**config.mk**
```make
export PLATFORM = sky130hd
export DESIGN_NAME = sram_burst_reader
export DESIGN_NICKNAME = d
export VERILOG_FILES = /design/src/rtl/sbr_pkg.sv /design/src/rtl/sbr_rdy_sampler.sv /design/src/rtl/sbr_wait_timer.sv /design/src/rtl/sbr_addr_gen.sv /design/src/rtl/sbr_beat_fsm.sv /design/src/rtl/sram_burst_reader.sv
export SDC_FILE = /design/constraint.sdc
export NUM_CORES = 1
export LEC_CHECK = 0
export BUFFER_PORTS_ARGS = -buffer_cell sky130_fd_sc_hd__buf_2
export CAP_MARGIN = 10
export CORE_MARGIN = 1.5
export CORE_UTILIZATION = 48
export CTS_CLUSTER_DIAMETER = 50
export DETAILED_ROUTE_END_ITERATION = 16
export PLACE_DENSITY = 0.77
export SYNTH_ARGS = -nofsm -noshare
export SYNTH_HDL_FRONTEND = slang
export SYNTH_HIERARCHICAL = 1
export SYNTH_SLANG_ARGS = --single-unit
```
**constraint.sdc**
```tcl
create_clock -name clk -period 3.4 [get_ports clk]
set_clock_uncertainty 0.05 [all_clocks]
set_input_delay 0.34 -clock clk [delete_from_list [all_inputs] [get_ports clk]]
set_output_delay 0.34 -clock clk [all_outputs]
set_load 0.05 [all_outputs]
```
**src/rtl/sbr_pkg.sv**
```systemverilog
package sbr_pkg;

   // Controller phases: address setup, beat transfer, recovery gap
   typedef enum logic [1:0] {
      SBR_IDLE = 2'd0,
      SBR_ADDR = 2'd1,
      SBR_BEAT = 2'd2,
      SBR_GAP  = 2'd3
   } sbr_state_e;

   localparam int unsigned SBR_HALF_BYTES = 2;
   localparam int unsigned SBR_WORD_BYTES = 4;

endpackage

```
**src/rtl/sbr_rdy_sampler.sv**
```systemverilog
module sbr_rdy_sampler #(
   parameter bit FALL_EDGE = 1'b1
) (
   input  logic clk,
   input  logic rst_n,
   input  logic rdy_i,
   output logic rdy_o
);

   generate
      if (FALL_EDGE) begin : g_fall
         logic rdy_q;
         // Half-cycle sample taken ahead of the deciding rising edge
         always_ff @(negedge clk or negedge rst_n) begin
            if (!rst_n) rdy_q <= 1'b0;
            else        rdy_q <= rdy_i;
         end
         assign rdy_o = rdy_q;
      end else begin : g_rise
         // Ready observed directly at the deciding rising edge
         assign rdy_o = rdy_i;
      end
   endgenerate

endmodule

```
**src/rtl/sbr_wait_timer.sv**
```systemverilog
module sbr_wait_timer #(
   parameter int WW = 4
) (
   input  logic          clk,
   input  logic          rst_n,
   input  logic          load_i,
   input  logic [WW-1:0] load_val_i,
   output logic          expired_o
);

   logic [WW-1:0] cnt_q;

   always_ff @(posedge clk or negedge rst_n) begin
      if (!rst_n)                cnt_q <= '0;
      else if (load_i)           cnt_q <= load_val_i;
      else if (cnt_q != '0)      cnt_q <= cnt_q - 1'b1;
   end

   assign expired_o = (cnt_q == '0);

endmodule

```
**src/rtl/sbr_addr_gen.sv**
```systemverilog
module sbr_addr_gen #(
   parameter int AW = 16
) (
   input  logic          clk,
   input  logic          rst_n,
   input  logic          load_i,
   input  logic [AW-1:0] base_i,
   input  logic          adv_i,
   input  logic          word_i,
   output logic [AW-1:0] addr_o
);

   import sbr_pkg::*;

   localparam logic [AW-1:0] STEP_HALF = AW'(SBR_HALF_BYTES);
   localparam logic [AW-1:0] STEP_WORD = AW'(SBR_WORD_BYTES);

   logic [AW-1:0] addr_q;
   logic [AW-1:0] step;

   assign step = word_i ? STEP_WORD : STEP_HALF;

   always_ff @(posedge clk or negedge rst_n) begin
      if (!rst_n)      addr_q <= '0;
      else if (load_i) addr_q <= base_i;
      else if (adv_i)  addr_q <= addr_q + step;
   end

   assign addr_o = addr_q;

endmodule

```
**src/rtl/sbr_beat_fsm.sv**
```systemverilog
module sbr_beat_fsm #(
   parameter int MIN_BEATS = 2,
   parameter int MAX_BEATS = 4,
   parameter int LENW      = 3,
   parameter int WW        = 4
) (
   input  logic              clk,
   input  logic              rst_n,
   input  logic              start_i,
   input  logic [LENW-1:0]   len_i,
   input  logic              word_i,
   input  logic              seq_en_i,
   input  logic [WW-1:0]     ns_wait_i,
   input  logic [WW-1:0]     sq_wait_i,
   input  logic              timer_expired_i,
   input  logic              rdy_i,
   output sbr_pkg::sbr_state_e state_o,
   output logic              accept_o,
   output logic              timer_load_o,
   output logic [WW-1:0]     timer_val_o,
   output logic              beat_done_o,
   output logic              last_o,
   output logic              word_o
);

   import sbr_pkg::*;

   localparam logic [LENW-1:0] LEN_LO = LENW'(MIN_BEATS);
   localparam logic [LENW-1:0] LEN_HI = LENW'(MAX_BEATS);

   function automatic logic [LENW-1:0] clamp_len(input logic [LENW-1:0] v);
      if (v < LEN_LO)      return LEN_LO;
      else if (v > LEN_HI) return LEN_HI;
      else                 return v;
   endfunction

   sbr_state_e      state_q, state_d;
   logic [LENW-1:0] len_q;
   logic [LENW-1:0] beat_q;
   logic [WW-1:0]   ns_q, sq_q;
   logic            seq_q, word_q;

   assign accept_o    = (state_q == SBR_IDLE) && start_i;
   assign beat_done_o = (state_q == SBR_BEAT) && timer_expired_i && rdy_i;
   assign last_o      = (beat_q == LENW'(len_q - 1'b1));

   // First beat loads at the end of the address phase, later beats on completion
   assign timer_load_o = (state_q == SBR_ADDR) || (beat_done_o && !last_o);
   assign timer_val_o  = (state_q == SBR_ADDR) ? ns_q : (seq_q ? sq_q : ns_q);

   always_comb begin
      state_d = state_q;
      unique case (state_q)
         SBR_IDLE: if (start_i) state_d = SBR_ADDR;
         SBR_ADDR: state_d = SBR_BEAT;
         SBR_BEAT: if (beat_done_o && last_o) state_d = seq_q ? SBR_IDLE : SBR_GAP;
         SBR_GAP:  state_d = SBR_IDLE;
         default:  state_d = SBR_IDLE;
      endcase
   end

   always_ff @(posedge clk or negedge rst_n) begin
      if (!rst_n) begin
         state_q <= SBR_IDLE;
         len_q   <= LEN_LO;
         beat_q  <= '0;
         ns_q    <= '0;
         sq_q    <= '0;
         seq_q   <= 1'b0;
         word_q  <= 1'b0;
      end else begin
         state_q <= state_d;
         if (accept_o) begin
            len_q  <= clamp_len(len_i);
            beat_q <= '0;
            ns_q   <= ns_wait_i;
            sq_q   <= sq_wait_i;
            seq_q  <= seq_en_i;
            word_q <= word_i;
         end else if (beat_done_o) begin
            beat_q <= beat_q + 1'b1;
         end
      end
   end

   assign state_o = state_q;
   assign word_o  = word_q;

endmodule

```
**src/rtl/sram_burst_reader.sv**
```systemverilog
module sram_burst_reader #(
   parameter int AW          = 16,
   parameter int DW          = 32,
   parameter int WW          = 4,
   parameter int MIN_BEATS   = 2,
   parameter int MAX_BEATS   = 4,
   parameter bit RDY_ON_FALL = 1'b1,
   localparam int LENW       = $clog2(MAX_BEATS + 1)
) (
   input  logic            clk,
   input  logic            rst_n,
   input  logic            start_i,
   input  logic [AW-1:0]   base_addr_i,
   input  logic            size_word_i,
   input  logic [LENW-1:0] burst_len_i,
   input  logic [WW-1:0]   ns_wait_i,
   input  logic [WW-1:0]   sq_wait_i,
   input  logic            seq_en_i,
   input  logic [DW-1:0]   mem_rdata_i,
   input  logic            mem_rdy_i,
   output logic            mem_cs_n_o,
   output logic            mem_oe_n_o,
   output logic            mem_we_n_o,
   output logic            mem_wr_o,
   output logic [AW-1:0]   mem_addr_o,
   output logic            mem_half_o,
   output logic            mem_word_o,
   output logic [DW-1:0]   rd_data_o,
   output logic            rd_valid_o,
   output logic            done_o,
   output logic            busy_o
);

   import sbr_pkg::*;

   // Elaboration-time parameter checks
   generate
      if (MIN_BEATS < 1 || MAX_BEATS < MIN_BEATS)
         $error("sram_burst_reader: beat range is empty");
      if (AW < 3)
         $error("sram_burst_reader: address too narrow for word stepping");
      if (WW < 1 || DW < 1)
         $error("sram_burst_reader: wait or data width must be positive");
   endgenerate

   sbr_state_e    state;
   logic          accept, t_load, t_expired, beat_done, last, word_q, rdy_s;
   logic [WW-1:0] t_val;
   logic [DW-1:0] data_q;
   logic          valid_q, done_q;

   sbr_rdy_sampler #(.FALL_EDGE(RDY_ON_FALL)) u_rdy (
      .clk   (clk),
      .rst_n (rst_n),
      .rdy_i (mem_rdy_i),
      .rdy_o (rdy_s)
   );

   sbr_beat_fsm #(
      .MIN_BEATS (MIN_BEATS),
      .MAX_BEATS (MAX_BEATS),
      .LENW      (LENW),
      .WW        (WW)
   ) u_fsm (
      .clk             (clk),
      .rst_n           (rst_n),
      .start_i         (start_i),
      .len_i           (burst_len_i),
      .word_i          (size_word_i),
      .seq_en_i        (seq_en_i),
      .ns_wait_i       (ns_wait_i),
      .sq_wait_i       (sq_wait_i),
      .timer_expired_i (t_expired),
      .rdy_i           (rdy_s),
      .state_o         (state),
      .accept_o        (accept),
      .timer_load_o    (t_load),
      .timer_val_o     (t_val),
      .beat_done_o     (beat_done),
      .last_o          (last),
      .word_o          (word_q)
   );

   sbr_wait_timer #(.WW(WW)) u_timer (
      .clk        (clk),
      .rst_n      (rst_n),
      .load_i     (t_load),
      .load_val_i (t_val),
      .expired_o  (t_expired)
   );

   sbr_addr_gen #(.AW(AW)) u_addr (
      .clk    (clk),
      .rst_n  (rst_n),
      .load_i (accept),
      .base_i (base_addr_i),
      .adv_i  (beat_done),
      .word_i (word_q),
      .addr_o (mem_addr_o)
   );

   // Beat capture on the rising edge that closes each transfer
   always_ff @(posedge clk or negedge rst_n) begin
      if (!rst_n) begin
         data_q  <= '0;
         valid_q <= 1'b0;
         done_q  <= 1'b0;
      end else begin
         valid_q <= beat_done;
         done_q  <= beat_done && last;
         if (beat_done) data_q <= mem_rdata_i;
      end
   end

   assign mem_cs_n_o = !((state == SBR_ADDR) || (state == SBR_BEAT));
   assign mem_oe_n_o = mem_cs_n_o;
   assign mem_we_n_o = 1'b1;
   assign mem_wr_o   = 1'b0;
   assign mem_half_o = !word_q;
   assign mem_word_o = word_q;
   assign rd_data_o  = data_q;
   assign rd_valid_o = valid_q;
   assign done_o     = done_q;
   assign busy_o     = (state != SBR_IDLE);

endmodule

```
; ---- After elaboration in Yosys (flattened, before gate mapping)
; Cells that the tools add are included.
[word_totals]
in_bits = 65
elab_cells = 57
reg_bits = 73
output_inout_bits = 57
[classes]
magnitude_cmp = 2
n_eq_ne = 6
reduce_logical = 17
add_sub_neg = 4
muxes = 15
[ops]
columns = op, n
row1 = 2-to-1 mux 16 bit, 2
row2 = adder 16 bit, 1
row3 = 2-to-1 mux 4 bit, 4
row4 = 2-to-1 mux 3 bit, 5
row5 = case mux 2 bit (4 select lines), 1
row6 = 2-to-1 mux 2 bit, 3
row7 = nonzero test 2 bit, 3
row8 = logical AND 1 bit, 5
row9 = equality test 2 bit (second input constant), 2
row10 = zero test 4 bit, 1
row11 = != test 2 bit (second input constant), 2
row12 = nonzero test 4 bit, 1
row13 = subtractor 4 x 1 -> 4 bit (second input constant), 1
row14 = adder 3 x 1 -> 3 bit (second input constant), 1
row15 = equality test 3 bit, 1
row16 = greater-than comparator 3 bit (second input constant), 1
row17 = zero test 1 bit, 3
row18 = < comparator 3 x 2 -> 1 bit (second input constant), 1
row19 = subtractor 3 x 1 -> 3 bit (second input constant), 1
row20 = equality test 2 x 1 -> 1 bit (second input constant), 1
row21 = zero test 2 bit, 1
row22 = logical OR 1 bit, 2
row23 = AND reduction 2 bit, 1

; ---- Logic depth before layout (Yosys ltp)
; Gate-level depths: netlist of run 1.
[logic_depth]
ltp_word = 6
mapped_depth = 10

; ---- Modules after synthesis
; The synthesis of run 1 kept the hierarchy.
[by_module_without_submodules]
columns = module, seq_area_each_um2, area_per_inst_um2, n_inst, cells_each
row1 = sram_burst_reader, 850.8, 1458.9, 1, 82
row2 = sbr_beat_fsm, 451.7, 919.6, 1, 68
row3 = sbr_addr_gen, 400.4, 894.6, 1, 93
row4 = sbr_wait_timer, 100.1, 234.0, 1, 22
row5 = sbr_rdy_sampler, 25.0, 25.0, 1, 1

==> impl_results.md, run 1 <==
- Weighted congestion at the end of routability-driven global placement: 0.778
- Root buffer cell: sky130_fd_sc_hd__clkbuf_8
- Commonest cells in the synthesized netlist: sky130_fd_sc_hd__dfrtp_1, sky130_fd_sc_hd__mux2_4, sky130_fd_sc_hd__nand2_1
- Wire length per cell after detailed routing: 13.3 um
- Maximum root-to-sink buffer count: 2
- Launch instance of the worst register-to-register path: u_rdy/rdy_o
- Placeable core area: 7180 um2
- Routed wire length: ~6.7 mm
- Worst reg2reg endpoint: u_addr/addr_o[15]
- MaxCap Viol Count: 0
- Layout net count: approximately 470
- Critical Path Slowest Stage Cell: sky130_fd_sc_hd__dfrtn_1
- Detailed-route via count: 2439
- Synthesized net count: approximately 340
- Combinational group share of total power: 0.540
- Horizontal extent of the die: 88.8 um
- Die Y: 88.8 um
- WHS Path Cells: 2
- Sinks on the clock net: 73
- Dpl cells: 484
- Total internal power: 2.58 mW
- Number of antenna violations at the first check in global routing: 0
- Hold Path Origin: burst_len_i[2]
- Register bit count reported by yosys: 73
- Number of failing setup endpoints in the final timing report: 0
- Number of remaining DRC errors: 0
- Clock share of power: 0.142
- Area overhead of the layout relative to synthesis: 26.9%
- Final max-slew violation count: 0
- Proportion of total power due to net switching: 0.477
- Post-synth EDFFs: 0
- Area fraction of the dominant cell type after synthesis: 0.503
- Required @ worst endpoint: around 3600 ps
- Transition time at the pin with the least slew margin: 870 ps
- Headroom to the max-slew limit: 0.420
- Unrepaired setup endpoints after global routing: true
- Highest fanout seen on the critical path: 4
- Path type of the worst setup path: flop to flop
- Top post-synthesis cells by area: sky130_fd_sc_hd__dfrtp_1, sky130_fd_sc_hd__mux2_4, sky130_fd_sc_hd__mux2_2
- Number of distinct standard cells referenced by the synthesized netlist: 48
- Level count of the clock H-tree: 3
- Number of rows created at floorplan: 31
- Register clock-pin slew on the reported worst setup and hold paths: 80 ps
- Wire length of the first global-routing pass: approximately 11 mm
- Most common cell in the synthesized netlist: sky130_fd_sc_hd__dfrtp_1
- Clock tree from TritonCTS: yes
- Endpoint of the worst hold path: u_fsm/len_q[1]
- Worst hold path class: input port to flop
- Critical path capture point type: flop
- Pwr Density: 1100 nW/um2
- Worst-case register-to-register setup slack: 80 ps
- Overall die area: 7880 um2
- Maximum VDD drop: 618 uV
- Total standard cell area after synthesis: 3530 um2
- Post-Syn Area per Cell: 13.3 um2
- Average via count per standard cell: 4.85
- Sw Pwr: 2.36 mW
- Largest net degree at the start of global routing: 73
- Number of buffers added by the clock tree synthesis step: 9
- Number of global-route vias before repair: 2404
- Final Hold Vio Count: 0
- Sequential fraction of the synthesis area: 0.518
- DRT antenna net count: 0
- Post-layout utilization of the core: 0.624
- Synth async-reset ratio: 1.00
- Final std cells w/o fill: between 500 and 600
- Status: finished clean
- Share of cells above drive strength 1: 0.535
- Yosys Warn Count: 6
- Starting Density: 0.492
- Crit-path max cell delay: 450 ps
- Library cell occupying the most area in the post-synthesis netlist: sky130_fd_sc_hd__dfrtp_1
- Count of boundary I/O pins: 122
- Clk_lat worst skew: 330 ps
- Depth of the most critical reg-to-reg path: 6
- Startpoint type of the worst setup path: flop
- Input/output buffers: 119
- Number of detailed-routing iterations run before antenna repair: 4
- Ordered list of cells on the worst path: nand4b_4 -> inv_4 -> and3_4 -> nand4_1 -> or3_1 -> a31oi_1
- Part of the total power dissipated in sequential elements: 0.318
- DRC marker count from the first detailed-route iteration: 76
- Count of inserted antenna diode cells: 0
- LEAKAGE: 2.23 nW
- Total half-perimeter wirelength after legalization and detailed placement: 4.86 mm
- Post-synthesis instance total: 266
- Most common flop cell mapped by yosys: sky130_fd_sc_hd__dfrtp_1
- Global Route Usage Sum: 0.174
- Final global-route overflow total: 0
- Data arrival time of the critical path: 3530 ps
- Post-CTS Hold Fix Bufs: 0
==> critical path, delay by kind of cell, from the launching register on <==
kind	cells	cell delay (ps)
AO/OA/AOI/OAI	1	160
buffers and inverters	1	110
flip-flops	1	450
AND/OR/NAND/NOR	4	800
==> power groups by stage <==
stage	clock network, mW	logic [mW]	registers [mW]
after floorplan	0	1.14	2.55
after global placement	0	2.62	1.58
after detailed placement	0	2.66	1.59
after CTS	0.734	2.68	1.58
after global routing	0.763	2.85	1.63
final	0.703	2.67	1.57
==> per-layer routing <==
| metal | global-route usage | vias up | share of wire |
|---|---|---|---|
| li1 | - | 1186 | - |
| met1 | 0.220 | 1158 | 0.46 |
| met2 | 0.287 | 87 | 0.46 |
| met3 | 0.0373 | 8 | 0.071 |
| met4 | 0.0767 | 0 | 0.013 |
| met5 | 0 | - | 0 |
==> repair_timing <==
action	4_1_cts	5_1_grt
setup endpoints to repair	0	3
buffers inserted	0	3
resized for setup	0	3
==> layout by cell type, fill, tap and decap left out, types with 2 or more instances in the layout <==
cell type	count
sky130_fd_sc_hd__a31oi_1	4
sky130_fd_sc_hd__buf_2	118
sky130_fd_sc_hd__buf_4	16
sky130_fd_sc_hd__clkbuf_8	12
sky130_fd_sc_hd__clkinvlp_4	2
sky130_fd_sc_hd__conb_1	2
sky130_fd_sc_hd__dfrtp_1	71
sky130_fd_sc_hd__ha_1	6
sky130_fd_sc_hd__inv_1	12
sky130_fd_sc_hd__mux2_2	18
sky130_fd_sc_hd__mux2_4	31
sky130_fd_sc_hd__mux2i_1	6
sky130_fd_sc_hd__nand2_1	20
sky130_fd_sc_hd__nand2b_1	2
sky130_fd_sc_hd__nand3_1	6
sky130_fd_sc_hd__nand4_1	2
sky130_fd_sc_hd__nor2_1	7
sky130_fd_sc_hd__nor3_1	2
sky130_fd_sc_hd__nor3b_4	2
sky130_fd_sc_hd__nor4_2	2
sky130_fd_sc_hd__o21ai_0	17
sky130_fd_sc_hd__o21ai_1	3
sky130_fd_sc_hd__or3_1	2
sky130_fd_sc_hd__xnor2_1	3
sky130_fd_sc_hd__xor2_1	10
==> how the worst max path moves through the flow <==
stage / endpoint / from / slack (ps)
after floorplan: u_addr/addr_o[15] / u_rdy/rdy_o / -70
after global placement: u_addr/addr_o[15] / u_rdy/rdy_o / 90
after detailed placement: u_addr/addr_o[15] / u_rdy/rdy_o / 50
after CTS: u_addr/addr_o[15] / u_rdy/rdy_o / 60
after global routing: u_addr/addr_o[15] / u_rdy/rdy_o / -60
final: u_addr/addr_o[15] / u_rdy/rdy_o / 80
==> registers in the layout (all words and copies together) (netlist names) <==
| name | cells |
|---|---|
| u_fsm/state_o | 2 |
| u_fsm/sq_q | 4 |
| u_fsm/len_q | 3 |
| u_fsm/beat_q | 3 |
| u_fsm/word_o | 1 |
| u_addr/addr_o | 16 |
| u_fsm/seq_q | 1 |
| rd_data_o | 32 |
| u_fsm/ns_q | 4 |
| u_rdy/rdy_o | 1 |
| rd_valid_o | 1 |
| done_o | 1 |
| u_timer/cnt_q | 4 |
==> cell families (layout without fill, tap and decap cells) <==
| group | Yosys count | count (layout) | share of synthesized area |
|---|---|---|---|
| buf+inv | 26 | 164 | 0.0531 |
| flops | 73 | 73 | 0.518 |
| other cells | 2 | 2 | 0.00213 |
| mux | 55 | 55 | 0.206 |
| xor+xnor | 14 | 14 | 0.0393 |
| compound gates | 29 | 29 | 0.0468 |
| fa+ha+maj | 7 | 7 | 0.0269 |
| simple gates | 60 | 60 | 0.108 |
==> final cells by class <==
cell class              instances  area, um2
multi-input cells             167       1530
clock inverters                 4       50.0
well taps                      99        124
clock buffers                  12        165
fillers                       599       2700
repair buffers                135        731
inverters                      13       51.3
flip-flops and latches         73       1830
==> through the flow <==
stage | hold slack [ps] | setup slack [ps] | area (um2) | TNS (ps) | power, mW
2_1_floorplan | -5.59 | -73.5 | 3540 | -81.4 | 3.68
3_3_place_gp | 434 | 91.0 | 4240 | 0 | 4.19
3_5_place_dp | 441 | 45.5 | 4240 | 0 | 4.25
4_1_cts | 97.2 | 57.6 | 4450 | 0 | 4.98
5_1_grt | 122 | -55.4 | 4480 | -55.4 | 5.25
6_report | 124 | 81.3 | 4480 | 0 | 4.94
(Power assumes the default switching activity.)
==> inputs of run 2 (changes only) <==
--- a/config.mk
+++ b/config.mk
@@ -11,6 +11,7 @@
 export CORE_UTILIZATION = 48
 export CTS_CLUSTER_DIAMETER = 50
 export DETAILED_ROUTE_END_ITERATION = 16
+export GPL_TIMING_DRIVEN = 0
 export PLACE_DENSITY = 0.77
 export SYNTH_ARGS = -nofsm -noshare
 export SYNTH_HDL_FRONTEND = slang
==> run 2 against run 1 <==
Effect of this change:
- die area did not move
- global-route usage increased by 0.96 points
- non-clock buffer count is 4 higher
- sequential share of layout area down 0.52 points
- core utilization rose by 0.80 points
- power is 1.5% higher
- sequential power hardly changed
- final cell count increased by 0.80%
- cell area increased by 1.3%
- combinational power is essentially flat
- critical path depth unchanged
- wire length increased by 5.7%
- critical path type unchanged
- highest routed layer unchanged
==> impl_results.md, run 2 (synthesis gave the netlist of run 1 again) <==
- Post-CTS Hold Fix Bufs: 0 (unchanged)
- DRT antenna net count: 0 (unchanged)
- Number of buffers added by the clock tree synthesis step: 9 (unchanged)
- Count of inserted antenna diode cells: 0 (unchanged)
- Dpl cells: 484 (unchanged)
- Average via count per standard cell: 4.88 (+0.59%)
- Transition time at the pin with the least slew margin: 894 ps (+23.7 ps)
- Overall die area: 7880 um2 (unchanged)
- Root buffer cell: sky130_fd_sc_hd__clkbuf_8
- Number of remaining DRC errors: 0 (unchanged)
- Pwr Density: 1100 nW/um2 (+0.17%)
- Clock tree from TritonCTS: yes
- Weighted congestion at the end of routability-driven global placement: 0.741 (-4.8%)
- Detailed-route via count: 2473 (+1.4%)
- Die Y: 88.8 um (unchanged)
- Routed wire length: 7.09 mm (+5.7%)
- Clk_lat worst skew: 330 ps (about the same)
- Area overhead of the layout relative to synthesis: 28.5%
- Number of antenna violations at the first check in global routing: 0 (unchanged)
- Level count of the clock H-tree: 3 (unchanged)
- Highest fanout seen on the critical path: 5 (+1)
- Sinks on the clock net: 73 (unchanged)
- MaxCap Viol Count: 0 (unchanged)
- Largest net degree at the start of global routing: 74 (+1.4%)
- Layout net count: 475 (+0.85%)
- Horizontal extent of the die: 88.8 um (unchanged)
- Count of filler cells inserted in the layout: 566 (-5.5%)
- Commonest non-fill, non-tap cells in the layout: sky130_fd_sc_hd__buf_2, sky130_fd_sc_hd__dfrtp_1, sky130_fd_sc_hd__mux2_4
- Input/output buffers: 119 (unchanged)
- Number of global-route vias before repair: 2478 (+3.1%)
- Overall power after layout: 5.01 mW (+1.5%)
- Maximum VDD drop: 548 uV (-11%)
- Wire length of the first global-routing pass: 10.9 mm (+3.1%)
- Wire length per cell after detailed routing: 14.0 um (+4.9%)
- Number of failing setup endpoints in the final timing report: 0 (unchanged)
- Path type of the worst setup path: flop to flop
- Register clock-pin slew on the reported worst setup and hold paths: 80 ps (about the same)
- Largest register FFs: 32 (unchanged)
- Register cell area after layout: 1830 um2 (unchanged)
- Count of boundary I/O pins: 122 (unchanged)
- Required @ worst endpoint: 3610 ps (about the same)
- DRC marker count from the first detailed-route iteration: 80 (+5.3%)
- Final worst hold slack: 77.3 ps (-46.3 ps)
- Number of rows created at floorplan: 31 (unchanged)
- Maximum root-to-sink buffer count: 2 (unchanged)
- Number of detailed-routing iterations run before antenna repair: 4 (unchanged)
- Final std cells w/o fill: 507 (+0.80%)
- Final global-route overflow total: 0 (unchanged)
- Share of cells above drive strength 1: 0.532 (-0.00279)
- Starting Density: 0.492 (unchanged)
- Final max-slew violation count: 0 (unchanged)
- Unrepaired setup endpoints after global routing: true
- Data arrival time of the critical path: 3580 ps (+50 ps)
- Headroom to the max-slew limit: 0.404 (-0.0158)
- LEAKAGE: 2.26 nW (+0.98%)
- Total half-perimeter wirelength after legalization and detailed placement: 5.02 mm (+3.3%)
- Status: finished clean
- Global Route Usage Sum: 0.183 (+0.00962)
- Startpoint type of the worst setup path: flop
- Worst hold path class: input port to asynchronous set/reset pin
- Placeable core area: 7180 um2 (unchanged)
- Final Hold Vio Count: 0 (unchanged)
- Critical path capture point type: flop
- Most common cell after layout, fill and taps aside: sky130_fd_sc_hd__buf_2
- Area of combinational cells with multiple inputs: 1530 um2 (-0.41%)
-- run 2: changes by cell type in the layout (fill, tap and decap cells not counted), moves of 2 or more --
cell and delta:
sky130_fd_sc_hd__clkbuf_1 +3, sky130_fd_sc_hd__clkinv_4 +2, sky130_fd_sc_hd__buf_4 -4, sky130_fd_sc_hd__buf_12 +2
sky130_fd_sc_hd__buf_6 +3, sky130_fd_sc_hd__clkbuf_8 -2, sky130_fd_sc_hd__clkinvlp_4 -2
-- run 2: area by class of cell --
type | instances | area share
clock buffer | 11 | 0.0312
timing repair buffer | 127 | 0.145
sequential | 73 | 0.403
multi-input combinational | 167 | 0.336
inverter | 13 | 0.0119
buffer | 12 | 0.0284
tap | 99 | 0.0273
clock inverter | 5 | 0.0174
-- run 2: power breakdown --
part / internal [mW] / switching [mW] / leakage, nW / total (mW)
sequential: 1.27 / 0.298 / 0.901 / 1.57
clock: 0.432 / 0.310 / 0.113 / 0.742
combinational: 0.929 / 1.77 / 1.24 / 2.70
-- run 2: final timing paths --
check	start	endpoint	slack (ps)	cells past startpoint
max reg2reg	u_rdy/rdy_o	u_addr/addr_o[15]	30	6
max	u_rdy/rdy_o	u_addr/addr_o[15]	30	6
min reg2reg	rd_data_o[25]	rd_data_o[25]	450	1
min in group clk	burst_len_i[2]	u_fsm/len_q[1]	130	2
max in group asynchronous	rst_n	u_rdy/rdy_o	1040	1
min	rst_n	rd_data_o[18]	80	1
-- run 2: worst max-delay path: stages, from the launching register on --
cell                       delay [ps]
sky130_fd_sc_hd__dfrtn_1          460
sky130_fd_sc_hd__nand4b_4         160
sky130_fd_sc_hd__clkinv_4         110
sky130_fd_sc_hd__and3_4           190
sky130_fd_sc_hd__nand4_1          120
sky130_fd_sc_hd__or3_1            360
sky130_fd_sc_hd__a31oi_1          160
-- run 2: metrics by stage --
stage	setup slack (ps)	area, um2	TNS (ps)	util
2_1_floorplan	-73.5	3540	-81.4	-
3_3_place_gp	-224	4260	-595	0.593
3_5_place_dp	-245	4260	-730	0.593
4_1_cts	-34.5	4540	-34.5	0.633
5_1_grt	-60.0	4540	-68.2	0.632
6_report	29.6	4540	0	0.632
-- run 2: metal layers --
metal  global-route usage  part of all wire
met3               0.0345             0.058
met1                0.222              0.45
met4               0.0824             0.015
met5                    0                 0
met2                0.317              0.47
-- run 2: repair_timing --
action / 4_1_cts / 5_1_grt
pin swaps: 2 / 3
gates resized for setup: 3 / 3
setup endpoints to repair: 7 / 6
setup buffers: 7 / 1
==> inputs of run 3 (changes only) <==
==> constraint.sdc (replaced) <==
create_clock -name clk -period 4.4 [get_ports clk]
set_clock_uncertainty 0.05 [all_clocks]
set_input_delay 0.44 -clock clk [delete_from_list [all_inputs] [get_ports clk]]
set_output_delay 0.44 -clock clk [all_outputs]
set_load 0.05 [all_outputs]
==> run 3 against run 2 <==
Effect of this change:
- sequential share of layout area grew 1.0 points
- register-to-register slack better by 160 ps
- combinational power shrank 23%
- cell area decreased by 2.5%
- critical path depth increased by 1
- critical path type unchanged
==> impl_results.md, run 3 (synthesis gave the netlist of run 1 again) <==
- Level count of the clock H-tree: 3 (unchanged)
- Count of boundary I/O pins: 122 (unchanged)
- Area overhead of the layout relative to synthesis: 25.3%
- Critical path capture point type: flop
- Ordered list of cells on the worst path: nand4b_4 -> inv_1 -> buf_6 -> and3_1 -> nand4_1 -> or3_1 -> a31oi_1
- Required @ worst endpoint: 4610 ps (+1000 ps)
- Number of rows created at floorplan: 31 (unchanged)
- Final worst hold slack: 182 ps (+105 ps)
- MaxCap Viol Count: 0 (unchanged)
- Clk_lat worst skew: 330 ps (about the same)
- Number of buffers added by the clock tree synthesis step: 9 (unchanged)
- Largest register FFs: 32 (unchanged)
- Total half-perimeter wirelength after legalization and detailed placement: 5.04 mm (+0.34%)
- Final max-slew violation count: 0 (unchanged)
- Transition time at the pin with the least slew margin: 911 ps (+17.1 ps)
- LEAKAGE: 2.20 nW (-2.6%)
- Detailed-route via count: 2501 (+1.1%)
- Number of failing setup endpoints in the final timing report: 0 (unchanged)
- Sinks on the clock net: 73 (unchanged)
- Average via count per standard cell: 5.00 (+2.5%)
- Wire length of the first global-routing pass: 10.9 mm (-0.38%)
- Clock tree from TritonCTS: yes
- Unrepaired setup endpoints after global routing: false
- Input/output buffers: 119 (unchanged)
- DRC marker count from the first detailed-route iteration: 86 (+7.5%)
- Starting Density: 0.492 (unchanged)
- DRT antenna net count: 0 (unchanged)
- Maximum VDD drop: 396 uV (-28%)
- Setup tns final: 0 ps (unchanged)
- Root buffer cell: sky130_fd_sc_hd__clkbuf_8
- Status: finished clean
- Horizontal extent of the die: 88.8 um (unchanged)
- Worst hold path class: input port to asynchronous set/reset pin
- Maximum root-to-sink buffer count: 2 (unchanged)
- Register clock-pin slew on the reported worst setup and hold paths: 80 ps (about the same)
- Final global-route overflow total: 0 (unchanged)
- Post-route design area: 4430 um2 (-2.5%)
- Layout net count: 468 (-1.5%)
- Wire length per cell after detailed routing: 14.0 um (about the same)
- Critical Path Slowest Stage Cell: sky130_fd_sc_hd__dfrtn_1
- Overall die area: 7880 um2 (unchanged)
- Post-CTS Hold Fix Bufs: 0 (unchanged)
- Crit-path max cell delay: 480 ps (+20 ps)
- Commonest non-fill, non-tap cells in the layout: sky130_fd_sc_hd__buf_2, sky130_fd_sc_hd__dfrtp_1, sky130_fd_sc_hd__mux2_4
- Number of detailed-routing iterations run before antenna repair: 4 (unchanged)
- Pwr Density: 846 nW/um2 (-23%)
- Number of remaining DRC errors: 0 (unchanged)
- Placed inst area: 4250 um2 (about the same)
- Post-layout utilization of the core: 0.617 (-0.0157)
- Count of inserted antenna diode cells: 0 (unchanged)
- Quantity of gates resized following cts: 0 (-3)
- Routed wire length: 6.99 mm (-1.4%)
- Number of global-route vias before repair: 2345 (-5.4%)
- Die Y: 88.8 um (unchanged)
- Startpoint type of the worst setup path: flop
- Headroom to the max-slew limit: 0.393 (-0.0114)
- Number of antenna violations at the first check in global routing: 0 (unchanged)
- Weighted congestion at the end of routability-driven global placement: 0.742 (+0.11%)
- Buffer count from post-CTS setup fixing: 0 (-7)
- Global Route Usage Sum: 0.182 (-0.00171)
- Data arrival time of the critical path: 4420 ps (+840 ps)
- Most common cell after layout, fill and taps aside: sky130_fd_sc_hd__buf_2
- Path type of the worst setup path: flop to flop
- Final Hold Vio Count: 0 (unchanged)
- Placeable core area: 7180 um2 (unchanged)
- Highest fanout seen on the critical path: 9 (+4)
- Largest net degree at the start of global routing: 74 (unchanged)
- Share of cells above drive strength 1: 0.519 (-0.0132)
==> run 3: cell count changes in the layout (fill, tap and decap cells not counted) <==
cell                         previous run  this run
sky130_fd_sc_hd__clkbuf_8              10         9
sky130_fd_sc_hd__clkinvlp_4             0         2
sky130_fd_sc_hd__clkinv_2               2         3
sky130_fd_sc_hd__or3_2                  1         2
sky130_fd_sc_hd__buf_6                  3         4
sky130_fd_sc_hd__bufinv_16              2         0
sky130_fd_sc_hd__buf_4                 12         4
sky130_fd_sc_hd__inv_1                 12        13
sky130_fd_sc_hd__or3_4                  1         0
sky130_fd_sc_hd__clkbuf_2               1         0
sky130_fd_sc_hd__and3_1                 1         2
sky130_fd_sc_hd__and3_4                 1         0
==> run 3: cell type report <==
cell class,count,area (um2)
Buffer,13,139
Clock buffer,9,124
Clock inverter,7,47.5
Fill cell,576,2750
Inverter,13,48.8
Multi-Input combinational cell,167,1520
Sequential cell,73,1830
Tap cell,99,124
Timing Repair Buffer,119,598
==> run 3: report_power, final <==
group / internal (mW) / switching, mW / total [mW]
Sequential: 0.983 / 0.230 / 1.21
Clock: 0.203 / 0.245 / 0.448
Combinational: 0.714 / 1.37 / 2.08
==> run 3: final timing paths <==
check | cells past startpoint | slack (ps) | endpoint | startpoint
setup / recovery | 7 | 190 | u_addr/addr_o[15] | u_rdy/rdy_o
min in group clk | 2 | 230 | u_fsm/len_q[1] | burst_len_i[2]
hold reg to reg | 1 | 450 | rd_data_o[31] | rd_data_o[31]
max in group asynchronous | 1 | 1440 | u_rdy/rdy_o | rst_n
setup reg to reg | 7 | 190 | u_addr/addr_o[15] | u_rdy/rdy_o
hold / removal | 1 | 180 | rd_data_o[18] | rst_n
==> run 3: critical path: cells and delay by family, from the launching register on <==
kind                   cells  cell delay, ps
AND/OR/NAND/NOR            4             890
buffers and inverters      2             350
AO/OA/AOI/OAI              1             180
flip-flops                 1             480
==> run 3: metrics by stage <==
stage / std cells / setup WS, ps / power (mW)
CTS: 500 / 201 / 3.78
floorplan: 266 / 392 / 2.84
detailed placement: 484 / 184 / 3.31
finish: 500 / 190 / 3.74
global route: 500 / 113 / 3.98
global placement: 484 / 230 / 3.25
==> run 3: per-layer routing <==
layer  wire, um  share of wire  GRT usage
met2       3330           0.48      0.299
met4         75          0.011     0.0781
met1       3070           0.44      0.227
met5          0              0          0
met3        516          0.074     0.0457
